**src/rtl/irqv_pkg.sv**
```systemverilog
package irqv_pkg;
  typedef enum logic [1:0] {
    ST_IDLE = 2'd0,
    ST_ARB  = 2'd1,
    ST_VEC  = 2'd2,
    ST_CLR  = 2'd3
  } irqv_state_e;
endpackage

```
**src/rtl/irqv_prio_enc.sv**
```systemverilog
module irqv_prio_enc #(
  parameter int NUM_CH = 16,
  localparam int CH_W  = $clog2(NUM_CH)
) (
  input  logic [NUM_CH-1:0] pend,
  output logic              any,
  output logic [CH_W-1:0]   idx
);
  always_comb begin
    any = 1'b0;
    idx = '0;
    for (int i = NUM_CH - 1; i >= 0; i--) begin
      if (pend[i]) begin
        any = 1'b1;
        idx = CH_W'(i);
      end
    end
  end
endmodule

```
**src/rtl/irqv_bidder.sv**
```systemverilog
module irqv_bidder (
  input  logic clk,
  input  logic rst_n,
  input  logic load,
  input  logic step,
  input  logic id_bit,
  input  logic line,
  output logic drive,
  output logic bid_next
);
  logic bid_q;

  assign drive = step & bid_q & id_bit;

  always_comb begin
    bid_next = bid_q;
    if (load)
      bid_next = 1'b1;
    else if (step && !id_bit && line)
      bid_next = 1'b0;
  end

  always_ff @(posedge clk or negedge rst_n) begin
    if (!rst_n)
      bid_q <= 1'b0;
    else if (load || step)
      bid_q <= bid_next;
  end
endmodule

```
**src/rtl/irqv_onehot.sv**
```systemverilog
module irqv_onehot #(
  parameter int NUM_CH = 16,
  localparam int CH_W  = $clog2(NUM_CH)
) (
  input  logic              en,
  input  logic [CH_W-1:0]   idx,
  output logic [NUM_CH-1:0] hot
);
  for (genvar g = 0; g < NUM_CH; g++) begin : g_dec
    assign hot[g] = en && (idx == CH_W'(g));
  end
endmodule

```
**src/rtl/irq_vector_responder.sv**
```systemverilog
module irq_vector_responder #(
  parameter int NUM_CH = 16,
  parameter int BASE_W = 4,
  parameter int ID_W   = 4,
  parameter int LVL_W  = 3,
  localparam int CH_W  = $clog2(NUM_CH),
  localparam int VEC_W = BASE_W + CH_W,
  localparam int CNT_W = $clog2(ID_W)
) (
  input  logic              clk,
  input  logic              rst_n,
  input  logic [NUM_CH-1:0] chan_req,
  input  logic [NUM_CH-1:0] chan_en,
  input  logic [BASE_W-1:0] vec_base,
  input  logic [ID_W-1:0]   arb_id,
  input  logic [LVL_W-1:0]  irq_level,
  input  logic              ack_strobe,
  input  logic [LVL_W-1:0]  ack_level,
  input  logic              arb_line,
  output logic              arb_out,
  output logic [VEC_W-1:0]  vec_out,
  output logic              vec_valid,
  output logic [NUM_CH-1:0] req_clr
);
  import irqv_pkg::*;

  irqv_state_e       state_q, state_d;
  logic [CNT_W-1:0]  bit_q, bit_d;
  logic [CH_W-1:0]   ch_q;
  logic [BASE_W-1:0] base_q;
  logic [ID_W-1:0]   id_q;
  logic              any_pend, start, arb_active, bid_next;
  logic [CH_W-1:0]   win_ch;

  irqv_prio_enc #(.NUM_CH(NUM_CH)) u_prio (
    .pend (chan_req & chan_en),
    .any  (any_pend),
    .idx  (win_ch)
  );

  assign start = (state_q == ST_IDLE) && ack_strobe && (ack_level == irq_level)
               && any_pend && (arb_id != '0);
  assign arb_active = (state_q == ST_ARB);

  irqv_bidder u_bid (
    .clk      (clk),
    .rst_n    (rst_n),
    .load     (start),
    .step     (arb_active),
    .id_bit   (id_q[bit_q]),
    .line     (arb_line),
    .drive    (arb_out),
    .bid_next (bid_next)
  );

  always_comb begin
    state_d = state_q;
    bit_d   = bit_q;
    unique case (state_q)
      ST_IDLE: if (start) begin
        state_d = ST_ARB;
        bit_d   = CNT_W'(ID_W - 1);
      end
      ST_ARB: begin
        if (bit_q == '0)
          state_d = bid_next ? ST_VEC : ST_IDLE;
        else
          bit_d = bit_q - 1'b1;
      end
      ST_VEC:  state_d = ST_CLR;
      ST_CLR:  state_d = ST_IDLE;
      default: state_d = ST_IDLE;
    endcase
  end

  always_ff @(posedge clk or negedge rst_n) begin
    if (!rst_n) begin
      state_q <= ST_IDLE;
      bit_q   <= '0;
    end else begin
      state_q <= state_d;
      bit_q   <= bit_d;
    end
  end

  always_ff @(posedge clk or negedge rst_n) begin
    if (!rst_n) begin
      ch_q   <= '0;
      base_q <= '0;
      id_q   <= '0;
    end else if (start) begin
      ch_q   <= win_ch;
      base_q <= vec_base;
      id_q   <= arb_id;
    end
  end

  assign vec_valid = (state_q == ST_VEC);
  assign vec_out   = vec_valid ? {base_q, ch_q} : '0;

  irqv_onehot #(.NUM_CH(NUM_CH)) u_clr (
    .en  (state_q == ST_CLR),
    .idx (ch_q),
    .hot (req_clr)
  );
endmodule

```
**config.mk**
```make
export PLATFORM = sky130hd
export DESIGN_NAME = irq_vector_responder
export DESIGN_NICKNAME = d
export VERILOG_FILES = /design/src/rtl/irqv_pkg.sv /design/src/rtl/irqv_prio_enc.sv /design/src/rtl/irqv_bidder.sv /design/src/rtl/irqv_onehot.sv /design/src/rtl/irq_vector_responder.sv
export SDC_FILE = /design/constraint.sdc
export NUM_CORES = 1
export LEC_CHECK = 0
export CAP_MARGIN = 20
export CORE_UTILIZATION = 40
export CTS_CLUSTER_DIAMETER = 200
export DETAILED_ROUTE_END_ITERATION = 16
export GPL_TIMING_DRIVEN = 0
export PLACE_DENSITY = 0.88
export RECOVER_POWER = 50
export SLEW_MARGIN = 15
export SYNTH_ARGS = -nofsm -noshare
export SYNTH_HDL_FRONTEND = slang
export SYNTH_HIERARCHICAL = 1
export SYNTH_SLANG_ARGS = --single-unit
```
**constraint.sdc**
```tcl
create_clock -name clk -period 3.98 [get_ports clk]
set_clock_uncertainty 0.15 [all_clocks]
set_input_delay 0.597 -clock clk [delete_from_list [all_inputs] [get_ports clk]]
set_output_delay 0.597 -clock clk [all_outputs]
set_load 0.05 [all_outputs]
```
# Word level (Yosys, flattened, before mapping)
# Cells that the tools add are included.
# totals
ff_bits,17
input_bits,50
# classes
n_addsub,1
n_lt_le_gt_ge,1
n_eq_ne,22
n_mux,44
bitwise_logic,3
reduce_logical,31
# op_table
operator,n
$mux 4,16
$eq 4x4->1 const B,8
$logic_and 1x1->1,22
$mux 1,19
$and 16x16->16,1
$eq 4x3->1 const B,4
$mux 2,5
$eq 4x2->1 const B,2
$mux 8,1
$pmux 2 s4,1
$eq 2x2->1 const B,2
$eq 4x1->1 const B,1
$logic_not 2->1,2
$logic_not 4->1,1
$ne 2x2->1 const B,2
$pmux 2 s2,1
$reduce_bool 4->1,1
$eq 3x3->1,1
$lt 2x3->1 const B,1
$reduce_and 3->1,1
$and 1x1->1,2
$bmux 1 s2,1
$eq 2x1->1 const B,1
$ne 2x1->1 const B,1
other kinds (5),5

# Depth between registers and ports, before layout
# depth
ltp_word,23
mapped_depth,9
ltp_nobuf,8

# Cells and area by module
# The synthesis kept the hierarchy.
# by_module_without_submodules
module,n_inst,cells_per_inst,area_per_inst_um2
irq_vector_responder,1,76,905.9
irqv_prio_enc,1,33,178.9
irqv_onehot,1,23,117.6
irqv_bidder,1,5,67.6

# Worst setup path before layout
# No wires, ideal clock.
# synth_timing
path_type,input port to flip-flop
from,input chan_req[10]
to,register base_q[0]
setup_ns,0.125
arrival_time_ns,2.198
t_required_ns,3.705
setup_slack_ns,1.507
path_stages,8
n_path_buf,1
path_cell_list,and2_1 nor4_2 and3_1 nand4_1 nand4_1 nor4_4 buf_6 mux2_4
# synth_between
elab_chain_len,14
# synth_rtl
item,line,text
start: declaration,irq_vector_responder.sv:12,"input logic [NUM_CH-1:0] chan_req,"
$and 16x16->16,irq_vector_responder.sv:36,".pend (chan_req & chan_en),"
$mux 1 (11 in a row),irqv_prio_enc.sv:13,if (pend[i]) begin
named net any_pend,irq_vector_responder.sv:32,"logic any_pend, start, arb_active, bid_next;"
$logic_and 1x1->1 (2 in a row),irq_vector_responder.sv:42,&& any_pend && (arb_id != '0);
named net start,irq_vector_responder.sv:32,
end signal: assignment,irq_vector_responder.sv:93,base_q <= vec_base;
end: declaration,irq_vector_responder.sv:30,logic [BASE_W-1:0] base_q;
# The timed path passes the listed nets, and every way through them passes these cells.
# A chain may end at the register's enable or synchronous reset.

# Worst setup path after layout
# layout_timing
from,input chan_req[10]
to,register base_q[1]
# The elaborated chain is that of the path after synthesis.

==> results.md <==
| Step | Quantity | Value |
|:---|:---|:---|
| status | Status | finished, final reports clean |
| setup path | Cells on worst reg2reg path | 5 |
| sta | Count of endpoints failing hold in the final timing report | 0 |
| cts | Setup Fix Bufs, Post-CTS | 0 |
| setup path | Data arrival time at the worst-slack endpoint | 3.35 ns |
| finish | Share of cells above drive strength 1 | 0.130 |
| floorplanning | Placeable core region | 0.00303 mm² |
| floorplanning | Num ports | 76 |
| sta | Part of the cycle the worst path needs | 0.836 |
| routing | Via count of the routed design | 1262 |
| cts | Clk buf depth | 2 |
| cts | Clock root buffer master | sky130_fd_sc_hd__clkbuf_4 |
| floorplanning | Floorplan die width | 58.3 µm |
| sta | Fmax achieved | 0.301 GHz |
| global routing | GR met2 Demand/Resource | 0.319 |
| cts | Clock latency on the worst-skew pair | 0.29 ns |
| synthesis | Number of distinct library cell variants in the gate-level netlist after synthesis | 40 |
| setup path | Critical path start-end classification | input port to register |
| power | Power density cells | 387 mW/mm² |
| floorplanning | Area of the die | 0.00340 mm² |
| power | Leakage power summed over all cells | 0.864 nW |
| sta | Max Slew Vio Count | 0 |
| global routing | Maximum number of pins on one net before global-route repair | 18 |
| cts | Hold bufs inserted after CTS | 0 |
| synthesis | Synthesis Warnings | 6 |
| power | Peak supply drop | 0.147 mV |
| finish | Seq. cell area | 425 µm² |
| sta | Slew @ Worst Pin | 0.745 ns |
| setup path | Startpoint of the most critical setup path | chan_req[10] |
| sta | Total Neg Setup Slack | 0 ns |
| cts | Cells resized by post-CTS repair | 0 |
| routing | Mean routed wirelength per cell | 11.3 µm |
| synthesis | FF+latch count, synth | 17 |
| global routing | Busiest layer in global routing | met2 |
| finish | Area used by multi-input combinational logic | 805 µm² |
| global routing | GR Util All Layers | 0.181 |
| global routing | Overall overflow remaining after global route | 0 |
| setup path | Crit end category | register |
| finish | Filler cell count | 245 |
| min path | Classification of the worst-slack hold path | register to register |
| synthesis | Register area share after synthesis | 0.335 |
| routing | Vias per std cell | 4.85 |
| synthesis | Post-synthesis average cell area | 9.27 µm² |
| finish | Antenna Diode Count | 0 |
| placed design | HPWL after DPL | 2420 µm |
| synthesis | Post-synthesis instance area | 0.00127 mm² |
| sta | Endpoints failing setup | 0 |
| global routing | Antenna violations before repair | 0 |
| finish | Number of nets in the final layout | 268 |
| placed design | Placer congestion estimate | 0.804 |
| finish | Post-route cell area | 0.00209 mm² |
| routing | First-pass iteration count of the detailed router | 10 |
| cts | Clock tree from TritonCTS | done |
| sta | Post-layout worst setup margin | 0.654 ns |
| floorplanning | Starting density of the core | 0.419 |
| cts | Number of H-tree branching levels | 1 |
| routing | DR iter-0 viols | 45 |
| routing | Number of nets with antenna violations after detailed routing | 0 |
| setup path | CP startpoint kind | input port |
| setup path | Required @ worst endpoint | 4.00 ns |
| finish | Post-layout utilization of the core | 0.690 |
| floorplanning | Std-Cell Rows | 20 |
| job | Count of maximum capacitance violations | 0 |
| sta | Max-Slew Margin vs Limit | 0.502 |
| sta | WHS | 0.355 ns |
| global routing | Global-route wire length before repair | 4750 µm |
| min path | Startpoint of the most critical hold path | u_bid/bid_q$_DFFE_PN0P_ |
| cts | Reg clk slew, reported paths | 0.10 ns |
| synthesis | Post-synthesis instance total | 137 |
| sta | Min Clock Period, post-route | 3.33 ns |
| finish | Growth of design area from synthesis to finish | 64.5% |
| sta | RSZ-0062 raised after global routing | no |
| placed design | Count of input and output buffers | 75 |
| synthesis | Number of nets produced by synthesis | 188 |
| routing | Number of remaining DRC errors | 0 |
| floorplanning | Die height | 58.3 µm |
| global routing | Vias in the first global route | 1111 |
| cts | CTS Buf Count | 3 |
| placed design | Worst slack, placed | 0.834 ns |
| setup path | Worst-path fanout max | 11 |
| min path | Depth of the worst hold-timing path | 1 |
| cts | Sink Count | 17 |
| global routing | Fraction of met1 tracks used by global routing | 0.228 |
| placed design | Cell area after placement | 0.00208 mm² |
| routing | Total detailed-routing wirelength | 2940 µm |
| global routing | Global routing usage on met3 | 0.0242 |
[stage by stage]
step | power (mW) | instances
final | 0.809 | 260
after global routing | 0.866 | 260
after detailed placement | 0.722 | 256
after floorplan | 0.595 | 137
after global placement | 0.711 | 256
after CTS | 0.816 | 260
[layer usage]
| layer | vias to the layer above | share of wire |
|---|---|---|
| met5 | - | 0 |
| met4 | 0 | 0 |
| met3 | 0 | 0.048 |
| met2 | 49 | 0.50 |
| met1 | 579 | 0.45 |
| li1 | 634 | - |
[layout by cell type (no fill, tap or decap), drive strengths merged, types with 2 or more instances in the layout]
| cell | n |
|---|---|
| dfrtp | 17 |
| and3 | 2 |
| nand3 | 2 |
| xor2 | 2 |
| nor4 | 4 |
| nand3b | 3 |
| nor3 | 6 |
| and2 | 25 |
| a21o | 2 |
| mux2 | 12 |
| a21oi | 4 |
| nand2 | 8 |
| inv | 5 |
| nand4 | 2 |
| dlygate4sd3 | 5 |
| nor2 | 20 |
| nor2b | 4 |
| clkdlybuf4s50 | 70 |
| clkbuf | 5 |
| nand2b | 2 |
[area by class of cell]
type / instances / share of cell area
sequential: 17 / 0.204
inverter: 5 / 0.00898
tap: 44 / 0.0263
multi-input combinational: 113 / 0.385
timing repair buffer: 75 / 0.359
buffer: 2 / 0.00359
clock inverter: 1 / 0.00240
clock buffer: 3 / 0.0108
[critical path, cell delays in order]
cell and delay (ns):
sky130_fd_sc_hd__dlygate4sd3_1 0.51, sky130_fd_sc_hd__and2_0 0.21, sky130_fd_sc_hd__nor4_1 0.10, sky130_fd_sc_hd__and3_1 0.20
sky130_fd_sc_hd__nand4_1 0.09, sky130_fd_sc_hd__nand4_1 0.14, sky130_fd_sc_hd__nor4_4 0.52, sky130_fd_sc_hd__clkbuf_1 0.62
sky130_fd_sc_hd__mux2_4 0.36
[registers in the layout, summed over array words and instances (netlist names), named ones only]
| signal | flops |
|---|---|
| state_q | 1 |
| u_bid/bid_q | 1 |
| id_q | 4 |
| bit_q | 2 |
| ch_q | 4 |
| base_q | 4 |
[cell usage after synthesis]
library cell	count	area (µm²)
sky130_fd_sc_hd__or3_2	1	7.51
sky130_fd_sc_hd__nor2b_1	4	25.0
sky130_fd_sc_hd__a21oi_1	4	20.0
sky130_fd_sc_hd__or3b_4	1	11.3
sky130_fd_sc_hd__nor2_1	20	75.1
sky130_fd_sc_hd__nor4_2	2	25.0
sky130_fd_sc_hd__nand3b_4	1	20.0
sky130_fd_sc_hd__xor2_1	2	17.5
sky130_fd_sc_hd__nand4_1	2	12.5
sky130_fd_sc_hd__nor3_1	5	25.0
sky130_fd_sc_hd__nor4_1	1	6.26
sky130_fd_sc_hd__dfrtp_1	17	425
sky130_fd_sc_hd__and3_1	1	6.26
sky130_fd_sc_hd__buf_6	1	11.3
sky130_fd_sc_hd__a31oi_1	1	6.26
sky130_fd_sc_hd__mux2_4	7	105
sky130_fd_sc_hd__o22ai_1	1	6.26
sky130_fd_sc_hd__nand3b_1	2	15.0
sky130_fd_sc_hd__inv_1	5	18.8
sky130_fd_sc_hd__and2_1	25	156
sky130_fd_sc_hd__o21ai_0	1	5.00
sky130_fd_sc_hd__nor3_2	1	10.0
sky130_fd_sc_hd__xnor2_1	1	8.76
sky130_fd_sc_hd__ha_1	1	12.5
sky130_fd_sc_hd__mux2_2	5	56.3
sky130_fd_sc_hd__o31ai_1	1	7.51
sky130_fd_sc_hd__o31a_2	1	10.0
sky130_fd_sc_hd__a31o_2	1	8.76
sky130_fd_sc_hd__and3_2	1	7.51
sky130_fd_sc_hd__clkbuf_1	1	3.75
sky130_fd_sc_hd__mux4_2	1	22.5
sky130_fd_sc_hd__a21o_1	2	15.0
sky130_fd_sc_hd__nor4_4	1	21.3
sky130_fd_sc_hd__o21a_1	1	7.51
sky130_fd_sc_hd__nand3_1	2	10.0
sky130_fd_sc_hd__o311a_2	1	11.3
sky130_fd_sc_hd__nand2_1	8	30.0
sky130_fd_sc_hd__or2_2	1	6.26
sky130_fd_sc_hd__nor3b_1	1	7.51
sky130_fd_sc_hd__nand2b_1	2	12.5
[path summary, 6_finish.rpt]
| path | end | slack, ns |
|---|---|---|
| max | base_q[1]$_DFFE_PN0P_ | 0.65 |
| min | u_bid/bid_q$_DFFE_PN0P_ | 0.35 |
| max reg2reg | base_q[1]$_DFFE_PN0P_ | 1.48 |
| min reg2reg | u_bid/bid_q$_DFFE_PN0P_ | 0.35 |
| max in group asynchronous | base_q[2]$_DFFE_PN0P_ | 2.55 |
| min in group asynchronous | base_q[0]$_DFFE_PN0P_ | 0.65 |
[power by group]
part | internal [mW] | switching, mW | leakage, nW
clock | 0.0374 | 0.0534 | 0.0177
combinational | 0.227 | 0.167 | 0.638
sequential | 0.251 | 0.0739 | 0.209
[kinds of logic (layout without fill, tap and decap cells)]
| logic type | after synthesis | in the layout | share of synthesized area |
|---|---|---|---|
| AOI/OAI and AO/OA | 14 | 14 | 0.0769 |
| xor gates and xnor gates | 3 | 3 | 0.0207 |
| adders and majority gates | 1 | 1 | 0.00985 |
| buffers and inverters | 7 | 86 | 0.0266 |
| DFF | 17 | 17 | 0.335 |
| muxes | 13 | 13 | 0.145 |
| and+or+nand+nor | 82 | 82 | 0.386 |
Note: power is estimated with default switching activity, not from simulation.
